### config.mk
export PLATFORM = sky130hd
export DESIGN_NAME = bitop_unit
export DESIGN_NICKNAME = d
export VERILOG_FILES = /design/src/rtl/bitop_pkg.sv /design/src/rtl/bitop_decode.sv /design/src/rtl/bitop_datapath.sv /design/src/rtl/bitop_unit.sv
export SDC_FILE = /design/constraint.sdc
export NUM_CORES = 1
export LEC_CHECK = 0
export ABC_AREA = 1
export BUFFER_PORTS_ARGS = -buffer_cell sky130_fd_sc_hd__buf_2
export CAP_MARGIN = 20
export CORE_UTILIZATION = 46
export CTS_BUF_LIST = sky130_fd_sc_hd__clkbuf_16
export DETAILED_ROUTE_END_ITERATION = 8
export PLACE_DENSITY = 0.83
export SKIP_LAST_GASP = 1
export SLEW_MARGIN = 40
export SYNTH_ARGS = -nofsm -noshare
export SYNTH_HDL_FRONTEND = slang
export SYNTH_HIERARCHICAL = 1
export SYNTH_SLANG_ARGS = --single-unit
### constraint.sdc
create_clock -name clk_i -period 4.6 [get_ports clk_i]
set_input_delay 1.15 -clock clk_i [delete_from_list [all_inputs] [get_ports clk_i]]
set_output_delay 1.15 -clock clk_i [all_outputs]
set_load 0.01 [all_outputs]
### src/rtl/bitop_pkg.sv
package bitop_pkg;

    // Operation family chosen by opcode bit 4
    typedef enum logic {
        KIND_TEST   = 1'b0,
        KIND_SETCLR = 1'b1
    } op_kind_e;

    localparam int OPC_W    = 8;
    localparam int BITSEL_W = 3;
    localparam int OFF_W    = 8;

endpackage

### src/rtl/bitop_decode.sv
module bitop_decode
    import bitop_pkg::*;
(
    input  logic [OPC_W-1:0]    opcode_i,
    output logic                valid_o,
    output op_kind_e            kind_o,
    output logic                pol_o,
    output logic [BITSEL_W-1:0] bitn_o
);

    always_comb begin
        valid_o = (opcode_i[7:5] == 3'b000);
        kind_o  = opcode_i[4] ? KIND_SETCLR : KIND_TEST;
        pol_o   = opcode_i[0];
        bitn_o  = opcode_i[3:1];
    end

endmodule

### src/rtl/bitop_datapath.sv
module bitop_datapath
    import bitop_pkg::*;
#(
    parameter int AW = 12,
    parameter int DW = 8
) (
    input  op_kind_e            kind_i,
    input  logic                pol_i,
    input  logic [BITSEL_W-1:0] bitn_i,
    input  logic [DW-1:0]       rbyte_i,
    input  logic [OFF_W-1:0]    off_i,
    input  logic [AW-1:0]       pc_i,
    output logic [DW-1:0]       wbyte_o,
    output logic                tested_o,
    output logic                taken_o,
    output logic [AW-1:0]       next_pc_o
);

    localparam int EXT_W = AW - OFF_W;

    logic [DW-1:0] mask;
    logic [AW-1:0] off_ext;
    logic [AW-1:0] pc_plus2;
    logic [AW-1:0] pc_plus3;
    logic [AW-1:0] target;

    always_comb begin
        mask     = '0;
        mask[bitn_i] = 1'b1;
        // pol low: force one, pol high: force zero
        wbyte_o  = pol_i ? (rbyte_i & ~mask) : (rbyte_i | mask);
        tested_o = rbyte_i[bitn_i];
        // pol low: branch on one, pol high: branch on zero
        taken_o  = (kind_i == KIND_TEST) && (tested_o != pol_i);
        off_ext  = {{EXT_W{off_i[OFF_W-1]}}, off_i};
        pc_plus2 = pc_i + AW'(2);
        pc_plus3 = pc_i + AW'(3);
        target   = pc_plus3 + off_ext;
        if (kind_i == KIND_SETCLR) begin
            next_pc_o = pc_plus2;
        end else if (taken_o) begin
            next_pc_o = target;
        end else begin
            next_pc_o = pc_plus3;
        end
    end

endmodule

### src/rtl/bitop_unit.sv
module bitop_unit
    import bitop_pkg::*;
#(
    parameter int AW         = 12,
    parameter int PAGE_W     = 8,
    parameter int DW         = 8,
    parameter int SETCLR_LEN = 7,
    parameter int TEST_LEN   = 10
) (
    input  logic               clk_i,
    input  logic               rst_ni,
    input  logic               start_i,
    input  logic [OPC_W-1:0]   opcode_i,
    input  logic [PAGE_W-1:0]  zp_addr_i,
    input  logic [OFF_W-1:0]   rel_off_i,
    input  logic [AW-1:0]      pc_i,
    output logic               mem_req_o,
    output logic               mem_we_o,
    output logic [AW-1:0]      mem_addr_o,
    output logic [DW-1:0]      mem_wdata_o,
    input  logic [DW-1:0]      mem_rdata_i,
    output logic               busy_o,
    output logic               done_o,
    output logic               carry_we_o,
    output logic               carry_o,
    output logic               branch_taken_o,
    output logic [AW-1:0]      next_pc_o
);

    localparam int MAX_LEN = (TEST_LEN > SETCLR_LEN) ? TEST_LEN : SETCLR_LEN;
    localparam int CNT_W   = $clog2(MAX_LEN + 1);
    localparam logic [CNT_W-1:0] RD_CNT   = CNT_W'(2);
    localparam logic [CNT_W-1:0] DATA_CNT = CNT_W'(3);
    localparam logic [CNT_W-1:0] SC_END   = CNT_W'(SETCLR_LEN);
    localparam logic [CNT_W-1:0] TB_END   = CNT_W'(TEST_LEN);
    localparam logic [CNT_W-1:0] WR_CNT   = CNT_W'(SETCLR_LEN - 1);

    typedef struct packed {
        logic                busy;
        logic [CNT_W-1:0]    cnt;
        op_kind_e            kind;
        logic                pol;
        logic [BITSEL_W-1:0] bitn;
        logic [PAGE_W-1:0]   addr;
        logic [OFF_W-1:0]    offs;
        logic [AW-1:0]       pc;
        logic [DW-1:0]       rbyte;
    } state_t;

    state_t state_q, state_d;

    logic                dec_valid;
    op_kind_e            dec_kind;
    logic                dec_pol;
    logic [BITSEL_W-1:0] dec_bitn;

    bitop_decode u_decode (
        .opcode_i (opcode_i),
        .valid_o  (dec_valid),
        .kind_o   (dec_kind),
        .pol_o    (dec_pol),
        .bitn_o   (dec_bitn)
    );

    logic [DW-1:0] new_byte;
    logic          tested_bit;
    logic          taken;
    logic [AW-1:0] pc_next;

    bitop_datapath #(
        .AW (AW),
        .DW (DW)
    ) u_datapath (
        .kind_i    (state_q.kind),
        .pol_i     (state_q.pol),
        .bitn_i    (state_q.bitn),
        .rbyte_i   (state_q.rbyte),
        .off_i     (state_q.offs),
        .pc_i      (state_q.pc),
        .wbyte_o   (new_byte),
        .tested_o  (tested_bit),
        .taken_o   (taken),
        .next_pc_o (pc_next)
    );

    logic [CNT_W-1:0] end_cnt;
    logic             last_cyc;

    always_comb begin
        end_cnt  = (state_q.kind == KIND_SETCLR) ? SC_END : TB_END;
        last_cyc = state_q.busy && (state_q.cnt == end_cnt);
    end

    // next-state
    always_comb begin
        state_d = state_q;
        if (!state_q.busy) begin
            if (start_i && dec_valid) begin
                state_d.busy = 1'b1;
                state_d.cnt  = CNT_W'(1);
                state_d.kind = dec_kind;
                state_d.pol  = dec_pol;
                state_d.bitn = dec_bitn;
                state_d.addr = zp_addr_i;
                state_d.offs = rel_off_i;
                state_d.pc   = pc_i;
            end
        end else begin
            if (state_q.cnt == DATA_CNT) begin
                state_d.rbyte = mem_rdata_i;
            end
            if (last_cyc) begin
                state_d.busy = 1'b0;
            end else begin
                state_d.cnt = state_q.cnt + CNT_W'(1);
            end
        end
    end

    always_ff @(posedge clk_i) begin
        if (!rst_ni) begin
            state_q <= '0;
        end else begin
            state_q <= state_d;
        end
    end

    logic rd_cyc;
    logic wr_cyc;

    always_comb begin
        rd_cyc         = state_q.busy && (state_q.cnt == RD_CNT);
        wr_cyc         = state_q.busy && (state_q.kind == KIND_SETCLR)
                         && (state_q.cnt == WR_CNT);
        mem_req_o      = rd_cyc || wr_cyc;
        mem_we_o       = wr_cyc;
        mem_addr_o     = {{(AW-PAGE_W){1'b0}}, state_q.addr};
        mem_wdata_o    = new_byte;
        busy_o         = state_q.busy;
        done_o         = last_cyc;
        carry_we_o     = last_cyc && (state_q.kind == KIND_TEST);
        carry_o        = tested_bit;
        branch_taken_o = taken;
        next_pc_o      = pc_next;
    end

    // Assertions

    // the done cycle is the final busy cycle
    assert_done_ends_busy_R5: assert property (@(posedge clk_i) disable iff (!rst_ni)
        done_o |=> !busy_o);

    // out-of-range opcode never starts an operation
    assert_ignore_bad_opcode_R10: assert property (@(posedge clk_i) disable iff (!rst_ni)
        (!busy_o && start_i && (opcode_i[7:5] != 3'b000)) |=> !busy_o);

    // address held for the whole operation
    assert_addr_steady_R4: assert property (@(posedge clk_i) disable iff (!rst_ni)
        (busy_o && $past(busy_o)) |-> $stable(mem_addr_o));

    // the write-back differs from the byte read in at most one bit
    assert_single_bit_change_R2: assert property (@(posedge clk_i) disable iff (!rst_ni)
        mem_we_o |-> ($countones(mem_wdata_o ^ state_q.rbyte) <= 1));

    // carry strobe appears only together with done
    assert_carry_with_done_R7: assert property (@(posedge clk_i) disable iff (!rst_ni)
        carry_we_o |-> done_o);

    // a test never writes memory
    assert_test_no_write_R6: assert property (@(posedge clk_i) disable iff (!rst_ni)
        (busy_o && (state_q.kind == KIND_TEST)) |-> !mem_we_o);

    // a running operation keeps running while start pulses
    assert_busy_holds_R11: assert property (@(posedge clk_i) disable iff (!rst_ni)
        (busy_o && !done_o) |=> busy_o);

endmodule

== Yosys cells after proc, flatten, opt, wreduce, memory -nomap -nowiden ==
Index checks and enable logic that the tools add are counted.
Operators by class
  add/sub/neg operators: 4
  $lt $le $gt $ge: 2
  bitwise logic cells: 5
  equality and inequality tests: 6
  muxes and demuxes: 13
  reduce and logical (&&, ||, !) cells: 14
Operators with widths (number)
  38-bit two-way mux: 1
  12-bit by 2-bit adder with 12-bit output (second input constant): 2
  12-bit two-way mux: 2
  12-bit adder: 1
  8-bit AND: 1
  4-bit by 2-bit equality test with 1-bit output (second input constant): 2
  1-bit logical AND: 8
  4-bit two-way mux: 2
  8-bit two-way mux: 1
  8-bit inverter: 1
  8-bit bitwise OR: 1
  2-bit AND reduction: 3
  5-bit two-way mux: 1
  4-bit by 1-bit adder with 4-bit output (second input constant): 1
  4-bit by 3-bit equality test with 1-bit output (second input constant): 1
  4-bit equality test: 1
  3-bit by 4-bit < comparator with 1-bit output (second input constant): 1
  1-bit two-way mux: 4
  1-bit binary-select mux with 3-bit select: 1
  1-bit demux with 3-bit select: 1
  3-bit by 1-bit greater-or-equal comparator with 1-bit output (second input constant): 1
  3-bit logical NOT: 1
  2-bit != test (second input constant): 1
  1-bit inverter: 2
  other kinds (3): 3
Storage, ports and cells
  register bits after elaboration: 46
  word-level logic and storage cells: 53
  output and inout bits: 39
  bits of input ports: 47

== Depth between registers and ports, before layout ==
Gate-level depths: netlist of run 1.
  depth in word-level cells: 7
  gate-level depth with buffers: 18
  depth with buffers taken out: 18

== Hierarchy ==
The synthesis of run 1 kept the hierarchy.
Modules (own cells, without submodules)
  bitop_unit: sequential area each 920.9 um^2, cells an instance 238, area an instance 1836.8 um^2, times used 1
  bitop_datapath: sequential area each 0.0 um^2, cells an instance 259, area an instance 1458.9 um^2, times used 1
  bitop_decode: sequential area each 0.0 um^2, cells an instance 9, area an instance 55.1 um^2, times used 1

== Worst setup path before layout of run 1 ==
No wires, ideal clock.
  kind: register to output
  from: register state_q[9] in the netlist's numbering
  to: output port next_pc_o[10]
  arrival time: 2.320 ns
  slack: 1.130 ns
  stages on the path, launching flop included: 16
  buffers on the path: 0
  required time: 3.450 ns
  path through: dfxtp_1 inv_1 ha_1 nor3_1 nand3_1 xor2_1 ha_1 nand2_1 inv_1 a21boi_0 nand3_1 nand2_1 nand2_1 nand2_1 nand3_1 nand2_1
On the way
  cells in the longest elaborated chain, start to end: 4
  elaborated cells between the ends (all ways): 5
  those cells by class: add/sub: 3; mux: 2
RTL lines
  start, declared: RTL line bitop_unit.sv:50  | state_t state_q, state_d;
  start signal, assigned: RTL line bitop_unit.sv:124  | state_q <= state_d;
  12-bit by 2-bit adder with 12-bit output: RTL line bitop_datapath.sv:37  | pc_plus3 = pc_i + AW'(3);
  12-bit adder: RTL line bitop_datapath.sv:38  | target = pc_plus3 + off_ext;
  12-bit two-way mux: RTL line bitop_datapath.sv:41  | end else if (taken_o) begin
  12-bit two-way mux (*): RTL line bitop_datapath.sv:39  | if (kind_i == KIND_SETCLR) begin
  end, declared: RTL line bitop_unit.sv:27  | output logic [AW-1:0] next_pc_o
Every way passes the cells marked *; elsewhere a longest branch is shown, timed or not.

== Final worst setup path of run 1 ==
  from: register state_q[11] in the netlist's numbering
  to: output port next_pc_o[11]
Same word-level chain as after synthesis.

==> results.sh, run 1 <==
export IMPL_outcome="completed"
export IMPL_finalPower_mw=0.9063
export IMPL_grt_remaining_overflow=0
export IMPL_dp_hpwl_um=6004
export IMPL_p_switching_mw=0.2422
export IMPL_cp_arrival_ns=3.03
export IMPL_max_freq_mhz=239.4
export IMPL_cts_max_level=2
export IMPL_wl_um=7907
export IMPL_cts_sinks=46
export IMPL_cap_violations=0
export IMPL_busiest_layer="met2"
export IMPL_regArea_um2=920.9
export IMPL_cp_end_kind="primary output"
export IMPL_syn_area_per_cell_um2=6.622
export IMPL_combPwrFrac=0.147
export IMPL_ys_ff_latch=46
export IMPL_setup_ws_ns=0.4237
export IMPL_dr_pass1_iters=5
export IMPL_postRouteAntennaNets=0
export IMPL_gp_congestion=0.9224
export IMPL_ir_worst_vdd_mv=0.1357
export IMPL_mappedNetlistArea_mm2=0.003351
export IMPL_setup_viol=0
export IMPL_cp_common_cell="nand2_1"
export IMPL_tns_ns=0
export IMPL_cts_tree="done"
export IMPL_slew_limit_headroom=0.5531
export IMPL_core_area_mm2=0.006907
export IMPL_p_seq_frac=0.468
export IMPL_share_clk_of_total_power=0.386
export IMPL_netSwitchingFraction=0.2672
export IMPL_path_cells="nand2_1, nor2_1, nand4_1, nor2_1, xor2_1, inv_1, ha_1, nand2_1, inv_1, a21oi_1, nand3_1, nand2_1, nand2_1, inv_1, nand2_1, nand2_1, nand3_1, buf_2"
export IMPL_cpMaxStageDelayCell="dfxtp_1"
export IMPL_p_leak_nw=1.841
export IMPL_layout_commonest_cell="nor2_1"
export IMPL_row_count=30
export IMPL_drv_slew=0
export IMPL_drt_iter0_drc=186
export IMPL_finalHoldViolCount=0
export IMPL_post_cts_buffers=0
export IMPL_grt_use_met3=0.02654
export IMPL_gr_usage_met1=0.2782
export IMPL_vias=3309
export IMPL_clockBufferDepth=2
export IMPL_n_antenna_cell=0
export IMPL_design_die_area_mm2=0.007629
export IMPL_grt_max_degree=44
export IMPL_post_place_ws_ns=0.7725
export IMPL_grt_pass1_wl_um=13210
export IMPL_final_nets=629
export IMPL_worstSetupPathType="flop to primary output"
export IMPL_yosysWarnings=6
export IMPL_grt_usage=0.2151
export IMPL_first_global_vias=3016
export IMPL_final_util=0.5509
export IMPL_crit_buf_inv=4
export IMPL_power_density_mw_per_mm2=238.2
export IMPL_clock_latency_ns=0.29
export IMPL_post_route_period_util=0.9079
export IMPL_synth_seq_area_share=0.2748
export IMPL_multi_input_area_mm2=0.002012
export IMPL_cts_repair_resized=0
export IMPL_finalClockSkew_ns=0.007037
export IMPL_drc=0
export IMPL_cp_start_kind="flop"
export IMPL_layout_drive_gt1_share=0.1989
export IMPL_io_pins=86
export IMPL_clkTransAtPathRegs_ns=0.07
export IMPL_start_util=0.4851
export IMPL_dp_cells=651
export IMPL_slowest_delay_ns=0.44
export IMPL_syn2layout_area_growth_pct=13.55
export IMPL_grtUsageMet2=0.3757
export IMPL_n_fill_cell=714
export IMPL_clockRootBuffer="clkbuf_16"
export IMPL_netlist_instances=506
export IMPL_p_int_mw=0.6641
export IMPL_cpLargestDelayFamily="simple AND/OR/NAND/NOR gates"
export IMPL_critPathRequiredTime_ns=3.45
export IMPL_io_buffers=81
export IMPL_critPathMaxFanout=5
export IMPL_holdBufCountCts=0
export IMPL_mostFrequentLayoutCells="85 x nor2_1, 84 x nand2_1, 81 x buf_2"
export IMPL_die_x_um=87.35
export IMPL_cts_buffers_inserted=5
export IMPL_die_y_um=87.35
export IMPL_final_cells=659
export IMPL_ys_types=34
export IMPL_rsz0062_at_grt="false"
export IMPL_antenna_found_initial=0
export IMPL_period_minus_slack_ns=4.176
export IMPL_wl_per_cell_um=12.00
export IMPL_hold_class="flop to flop"
export IMPL_vias_per_cell=5.021
export IMPL_worst_slew_pin_slew_ns=0.6703
-- layer usage --
metal  vias up  share of wire
met3        12          0.051
met5         -              0
li1       1732              -
met1      1458           0.47
met2       107           0.46
met4         0          0.013
-- flip-flops by register name (all words and copies together) (netlist names) --
signal	cells
state_q	37
busy_o	1
mem_addr_o	8
-- worst paths after layout --
check | startpoint | to | slack [ns] | cells past startpoint
setup reg to reg | busy_o | state_q[13] | 2.94 | 6
hold reg to reg | state_q[7] | state_q[7] | 0.46 | 2
hold / removal | state_q[7] | state_q[7] | 0.46 | 2
setup / recovery | state_q[11] | next_pc_o[11] | 0.42 | 18
-- tightest hold or removal path: cells and delay by family, from the launching register on --
kind	cells	cell delay (ns)
DFF	1	0.32
buffers and inverters	1	0.05
AOI/OAI and AO/OA	1	0.05
-- synth_stat cells (all sizes together) --
| cell type | count | area (um^2) |
|---|---|---|
| a2111oi | 1 | 8.760 |
| a21boi | 1 | 7.510 |
| a21o | 1 | 7.510 |
| a21oi | 29 | 148.9 |
| a31oi | 3 | 18.77 |
| buf | 30 | 209.0 |
| clkbuf | 6 | 22.52 |
| conb | 1 | 3.750 |
| dfxtp | 46 | 920.9 |
| fa | 1 | 20.02 |
| ha | 19 | 237.7 |
| inv | 52 | 197.7 |
| nand2 | 88 | 340.3 |
| nand3 | 42 | 225.2 |
| nand3b | 1 | 7.510 |
| nand4 | 7 | 43.79 |
| nor2 | 92 | 387.9 |
| nor3 | 4 | 20.02 |
| o211ai | 5 | 52.55 |
| o21ai | 54 | 270.3 |
| o21bai | 1 | 7.510 |
| xnor2 | 4 | 35.03 |
| xor2 | 18 | 157.7 |
-- power by group through the flow --
stage / clock network [mW] / logic, mW / registers [mW]
final: 0.349 / 0.133 / 0.424
after global routing: 0.372 / 0.151 / 0.426
after CTS: 0.359 / 0.133 / 0.424
after detailed placement: 0 / 0.132 / 0.433
after global placement: 0 / 0.130 / 0.432
after floorplan: 0 / 0.0985 / 0.427
-- cells by family after synthesis --
kind of cell | count (synthesis) | synth area share
fa+ha+maj | 20 | 0.07692
buf+inv | 88 | 0.1281
compound gates | 95 | 0.1557
simple gates | 234 | 0.3058
flops | 46 | 0.2748
other cells | 1 | 0.001119
xor+xnor | 22 | 0.05750
-- final cells by class --
cell class / instances / area share
Tap cell: 96 / 0.03157
Sequential cell: 46 / 0.2420
Clock buffer: 5 / 0.03288
Inverter: 52 / 0.05196
Timing Repair Buffer: 82 / 0.1085
Multi-Input combinational cell: 375 / 0.5288
Clock inverter: 3 / 0.004275
-- per-stage QoR --
stage | hold slack (ns) | cell area [um^2]
final | 0.4623 | 3805
after global routing | 0.4861 | 3805
after CTS | 0.4648 | 3805
after global placement | 0.4525 | 3664
after floorplan | 0.4366 | 3362
after detailed placement | 0.4542 | 3664
Power figures use the tool's default switching activity.
==> inputs of run 2 (changes only) <==
CELL_PAD_IN_SITES_DETAIL_PLACEMENT = 1   (was default)
CELL_PAD_IN_SITES_GLOBAL_PLACEMENT = 2   (was default)
CORE_UTILIZATION = 31   (was 46)
PLACE_DENSITY = 0.95   (was 0.83)
SLEW_MARGIN = default   (was 40)
==> results.sh, run 2 (same netlist as run 1, synthesis figures left out) <==
export IMPL_p_seq_frac=0.457
export IMPL_p_int_mw=0.6660
export IMPL_wl_per_cell_um=14.15
export IMPL_n_antenna_cell=0
export IMPL_io_pins=86
export IMPL_postRouteAntennaNets=0
export IMPL_period_minus_slack_ns=4.250
export IMPL_cts_tree="done"
export IMPL_p_leak_nw=1.845
export IMPL_power_density_mw_per_mm2=240.0
export IMPL_slowest_delay_ns=0.44
export IMPL_finalPower_mw=0.9300
export IMPL_n_fill_cell=1394
export IMPL_post_route_period_util=0.9239
export IMPL_clockBufferDepth=2
export IMPL_ir_worst_vdd_mv=0.1490
export IMPL_vias=3376
export IMPL_critPathRequiredTime_ns=3.45
export IMPL_grt_remaining_overflow=0
export IMPL_setup_viol=0
export IMPL_final_nets=629
export IMPL_hold_class="flop to flop"
export IMPL_gr_usage_met1=0.2297
export IMPL_grtUsageMet2=0.3245
export IMPL_critPathMaxFanout=5
export IMPL_start_util=0.3217
export IMPL_design_die_area_mm2=0.01123
export IMPL_grt_usage=0.1825
export IMPL_wl_um=9892
export IMPL_drt_iter0_drc=97
export IMPL_finalHoldViolCount=0
export IMPL_holdBufCountCts=0
export IMPL_dr_pass1_iters=4
export IMPL_rrSetupSlack_ns=2.86
export IMPL_antenna_found_initial=0
export IMPL_crit_buf_inv=2
export IMPL_cp_arrival_ns=3.10
export IMPL_cts_sinks=46
export IMPL_largest_reg_flops=37
export IMPL_cpMaxStageDelayCell="dfxtp_1"
export IMPL_setup_ws_ns=0.3501
export IMPL_combPwrFrac=0.147
export IMPL_die_y_um=106.0
export IMPL_cts_max_level=2
export IMPL_first_global_vias=3377
export IMPL_p_switching_mw=0.2640
export IMPL_outcome="completed"
export IMPL_layout_drive_gt1_share=0.2043
export IMPL_worstSetupPathType="flop to primary output"
export IMPL_cts_repair_resized=0
export IMPL_slew_limit_headroom=0.5446
export IMPL_grt_use_met3=0.03679
export IMPL_share_clk_of_total_power=0.396
export IMPL_dp_hpwl_um=7614
export IMPL_tns_ns=0
export IMPL_die_x_um=106.0
export IMPL_gp_congestion=0.8828
export IMPL_worst_slew_pin_slew_ns=0.6823
export IMPL_clock_latency_ns=0.29
export IMPL_largest_register="state_q"
export IMPL_clkTransAtPathRegs_ns=0.07
export IMPL_finalClockSkew_ns=0.004673
export IMPL_post_cts_buffers=0
export IMPL_mostFrequentLayoutCells="85 x nor2_1, 84 x nand2_1, 81 x buf_2"
export IMPL_syn2layout_area_growth_pct=15.65
export IMPL_rsz0062_at_grt="false"
export IMPL_busiest_layer="met2"
export IMPL_layout_commonest_cell="nor2_1"
export IMPL_cp_common_cell="nand2_1"
export IMPL_max_freq_mhz=235.3
export IMPL_drv_slew=0
export IMPL_grt_max_degree=44
export IMPL_grt_pass1_wl_um=16440
export IMPL_cpLargestDelayFamily="simple AND/OR/NAND/NOR gates"
export IMPL_cap_violations=0
export IMPL_core_area_mm2=0.01042
export IMPL_cp_end_kind="primary output"
export IMPL_cp_start_kind="flop"
export IMPL_row_count=37
export IMPL_clockRootBuffer="clkbuf_16"
export IMPL_netSwitchingFraction=0.2839
export IMPL_holdWs_ns=0.4679
export IMPL_io_buffers=81
export IMPL_vias_per_cell=4.830
export IMPL_drc=0
export IMPL_path_cells="ha_1, inv_1, nand2_1, nand2_1, nor2_1, xor2_1, ha_1, a21oi_1, a21boi_0, nand3_1, nand2_1, nand2_1, nand2_1, nand3_1, nand2_1, buf_2"
export IMPL_cts_buffers_inserted=5
export IMPL_post_place_ws_ns=0.6276
run 2: changes by cell type in the layout (fill, tap and decap cells not counted), sizes merged:
cell	delta
clkinv	-2
inv	+2
run 2: cell type report:
class,count,area [um^2],area share
Multi-Input combinational cell,375,2032,0.5244
Sequential cell,46,920.9,0.2376
Timing Repair Buffer,82,412.9,0.1066
Inverter,52,197.7,0.05102
Tap cell,136,170.2,0.04391
Clock buffer,5,125.1,0.03229
Clock inverter,3,16.27,0.004198
run 2: final timing paths:
check / from / cells after the start / end
setup / recovery: state_q[9] / 16 / next_pc_o[10]
hold / removal: state_q[3] / 2 / state_q[3]
setup reg to reg: busy_o / 6 / state_q[12]
hold reg to reg: state_q[3] / 2 / state_q[3]
run 2: routing by layer:
layer | share of wire | wire length (um)
met5 | 0 | 0
met4 | 0.0064 | 63
met3 | 0.046 | 454
met2 | 0.49 | 4830
met1 | 0.46 | 4543
run 2: worst reg2reg max path, cell delays in order, from the launching register on:
cell and delay, ns:
dfxtp_1 0.48, inv_2 0.10, nand3_2 0.07, buf_4 0.38, inv_2 0.36, nor2_1 0.19
nor2_1 0.06
run 2: power by group through the flow:
stage | Sequential, mW | Combinational [mW] | Clock, mW
global placement | 0.434 | 0.132 | 0
detailed placement | 0.434 | 0.136 | 0
global route | 0.427 | 0.155 | 0.392
finish | 0.425 | 0.136 | 0.369
floorplan | 0.427 | 0.0985 | 0
CTS | 0.425 | 0.138 | 0.377
run 2: metrics by stage:
stage	utilization	instances	instance area [um^2]
3_3_place_gp	0.3565	691	3714
3_5_place_dp	0.3565	691	3714
2_1_floorplan	-	509	3362
5_1_grt	0.3720	699	3875
4_1_cts	0.3701	699	3855
6_report	0.3720	699	3875
==> inputs of run 3 (changes only) <==
REMOVE_ABC_BUFFERS = 1   (was default)
==> results.sh, run 3 (same netlist as run 1, synthesis figures left out) <==
export IMPL_rsz0062_at_grt="false"
export IMPL_grt_max_degree=44
export IMPL_cp_common_cell="nand2_1"
export IMPL_final_nets=629
export IMPL_vias_per_cell=4.815
export IMPL_cpMaxStageDelayCell="dfxtp_1"
export IMPL_cp_end_kind="primary output"
export IMPL_holdBufCountCts=0
export IMPL_io_pins=86
export IMPL_finalClockSkew_ns=0.006669
export IMPL_syn2layout_area_growth_pct=16.02
export IMPL_p_leak_nw=1.857
export IMPL_power_density_mw_per_mm2=252.6
export IMPL_cts_max_level=2
export IMPL_slew_limit_headroom=0.5266
export IMPL_cts_buffers_inserted=5
export IMPL_max_freq_mhz=237.4
export IMPL_cts_sinks=46
export IMPL_core_area_mm2=0.01042
export IMPL_setup_viol=0
export IMPL_gp_congestion=0.8789
export IMPL_finalHoldViolCount=0
export IMPL_worstSetupPathType="flop to primary output"
export IMPL_row_count=37
export IMPL_hold_class="flop to flop"
export IMPL_period_minus_slack_ns=4.212
export IMPL_critPathRequiredTime_ns=3.45
export IMPL_cp_start_kind="flop"
export IMPL_dr_pass1_iters=4
export IMPL_grt_remaining_overflow=0
export IMPL_cp_arrival_ns=3.06
export IMPL_final_cells=699
export IMPL_worst_slew_pin_slew_ns=0.7100
export IMPL_drv_slew=0
export IMPL_multi_input_area_mm2=0.002017
export IMPL_largest_reg_flops=37
export IMPL_postRouteAntennaNets=0
export IMPL_ir_worst_vdd_mv=0.1370
export IMPL_stdcell_area_mm2=0.003887
export IMPL_die_x_um=106.0
export IMPL_post_cts_buffers=0
export IMPL_critPathMaxFanout=5
export IMPL_path_cells="inv_1, ha_1, nor3_2, xor2_1, ha_1, nand2_1, inv_1, nand2_1, nand2_1, a21oi_1, nor2_1, nor2_1, nand2_1, nand2_1, nand2_1, nand3_1, buf_2"
export IMPL_wl_per_cell_um=13.48
export IMPL_outcome="completed"
export IMPL_clockBufferDepth=2
export IMPL_drc=0
export IMPL_tns_ns=0
export IMPL_mostFrequentLayoutCells="85 x nor2_1, 84 x nand2_1, 81 x buf_2"
export IMPL_die_y_um=106.0
export IMPL_clock_latency_ns=0.29
export IMPL_drt_met1_wl_um=4176
export IMPL_dp_hpwl_um=7243
export IMPL_wl_um=9425
export IMPL_regArea_um2=920.9
export IMPL_design_die_area_mm2=0.01123
export IMPL_start_util=0.3217
export IMPL_routed_wl_met3_um=340
export IMPL_cts_tree="done"
export IMPL_vias=3366
export IMPL_n_antenna_cell=0
export IMPL_dp_cells=691
export IMPL_layout_commonest_cell="nor2_1"
export IMPL_crit_buf_inv=3
export IMPL_layout_drive_gt1_share=0.2043
export IMPL_clockRootBuffer="clkbuf_16"
export IMPL_slowest_delay_ns=0.42
export IMPL_placed_area_mm2=0.003714
export IMPL_n_fill_cell=1382
export IMPL_io_buffers=81
export IMPL_clkTransAtPathRegs_ns=0.07
export IMPL_met2WireLength_um=4814
export IMPL_cts_repair_resized=0
export IMPL_cpLargestDelayFamily="simple AND/OR/NAND/NOR gates"
export IMPL_drt_iter0_drc=85
export IMPL_top_layer_used="met4"
export IMPL_largest_register="state_q"
export IMPL_grt_pass1_wl_um=15640
export IMPL_first_global_vias=3364
export IMPL_cap_violations=0
export IMPL_antenna_found_initial=0
export IMPL_grt_usage=0.1735
export IMPL_post_route_period_util=0.9156
run 3: stage by stage:
| stage | utilization | hold slack (ns) | setup slack [ns] | power, mW |
|---|---|---|---|---|
| floorplan | - | 0.4362 | 1.124 | 0.5107 |
| global placement | 0.3565 | 0.4521 | 0.7741 | 0.5661 |
| detailed placement | 0.3565 | 0.4577 | 0.6430 | 0.5700 |
| CTS | 0.3727 | 0.4686 | 0.2616 | 1.002 |
| global route | 0.3732 | 0.4845 | 0.1042 | 1.034 |
| finish | 0.3732 | 0.4647 | 0.3881 | 0.9819 |
run 3: final timing paths:
check         startpoint      endpoint  slack (ns)  depth (start not counted)
min           state_q[4]    state_q[4]        0.46                          2
max reg2reg  state_q[41]    state_q[5]        2.83                          4
max           state_q[9]  next_pc_o[9]        0.39                         17
min reg2reg   state_q[4]    state_q[4]        0.46                          2
run 3: worst reg2reg max path: cells and delay by family (launching register included):
kind	cells	cell delay (ns)
flops	1	0.42
fa+ha+maj	1	0.23
simple gates	1	0.54
compound gates	2	0.45
run 3: metal layers:
| layer | up-vias | global-route usage |
|---|---|---|
| met3 | 10 | 0.03372 |
| met2 | 53 | 0.3263 |
| met4 | 0 | 0.03671 |
| li1 | 1729 | - |
| met5 | - | 0 |
| met1 | 1574 | 0.2017 |
run 3: cell type report:
cell class	count	share of cell area
multi-input combinational	375	0.5188
tap	136	0.04377
sequential	46	0.2369
clock inverter	3	0.01126
timing repair buffer	82	0.1062
clock buffer	5	0.03219
inverter	52	0.05085
run 3: report_power, final:
part	total [mW]	internal [mW]	switching [mW]	leakage [nW]
Clock	0.423	0.258	0.165	0.0842
Combinational	0.135	0.0562	0.0790	1.40
Sequential	0.424	0.409	0.0148	0.373
Total	0.982	0.723	0.259	1.86
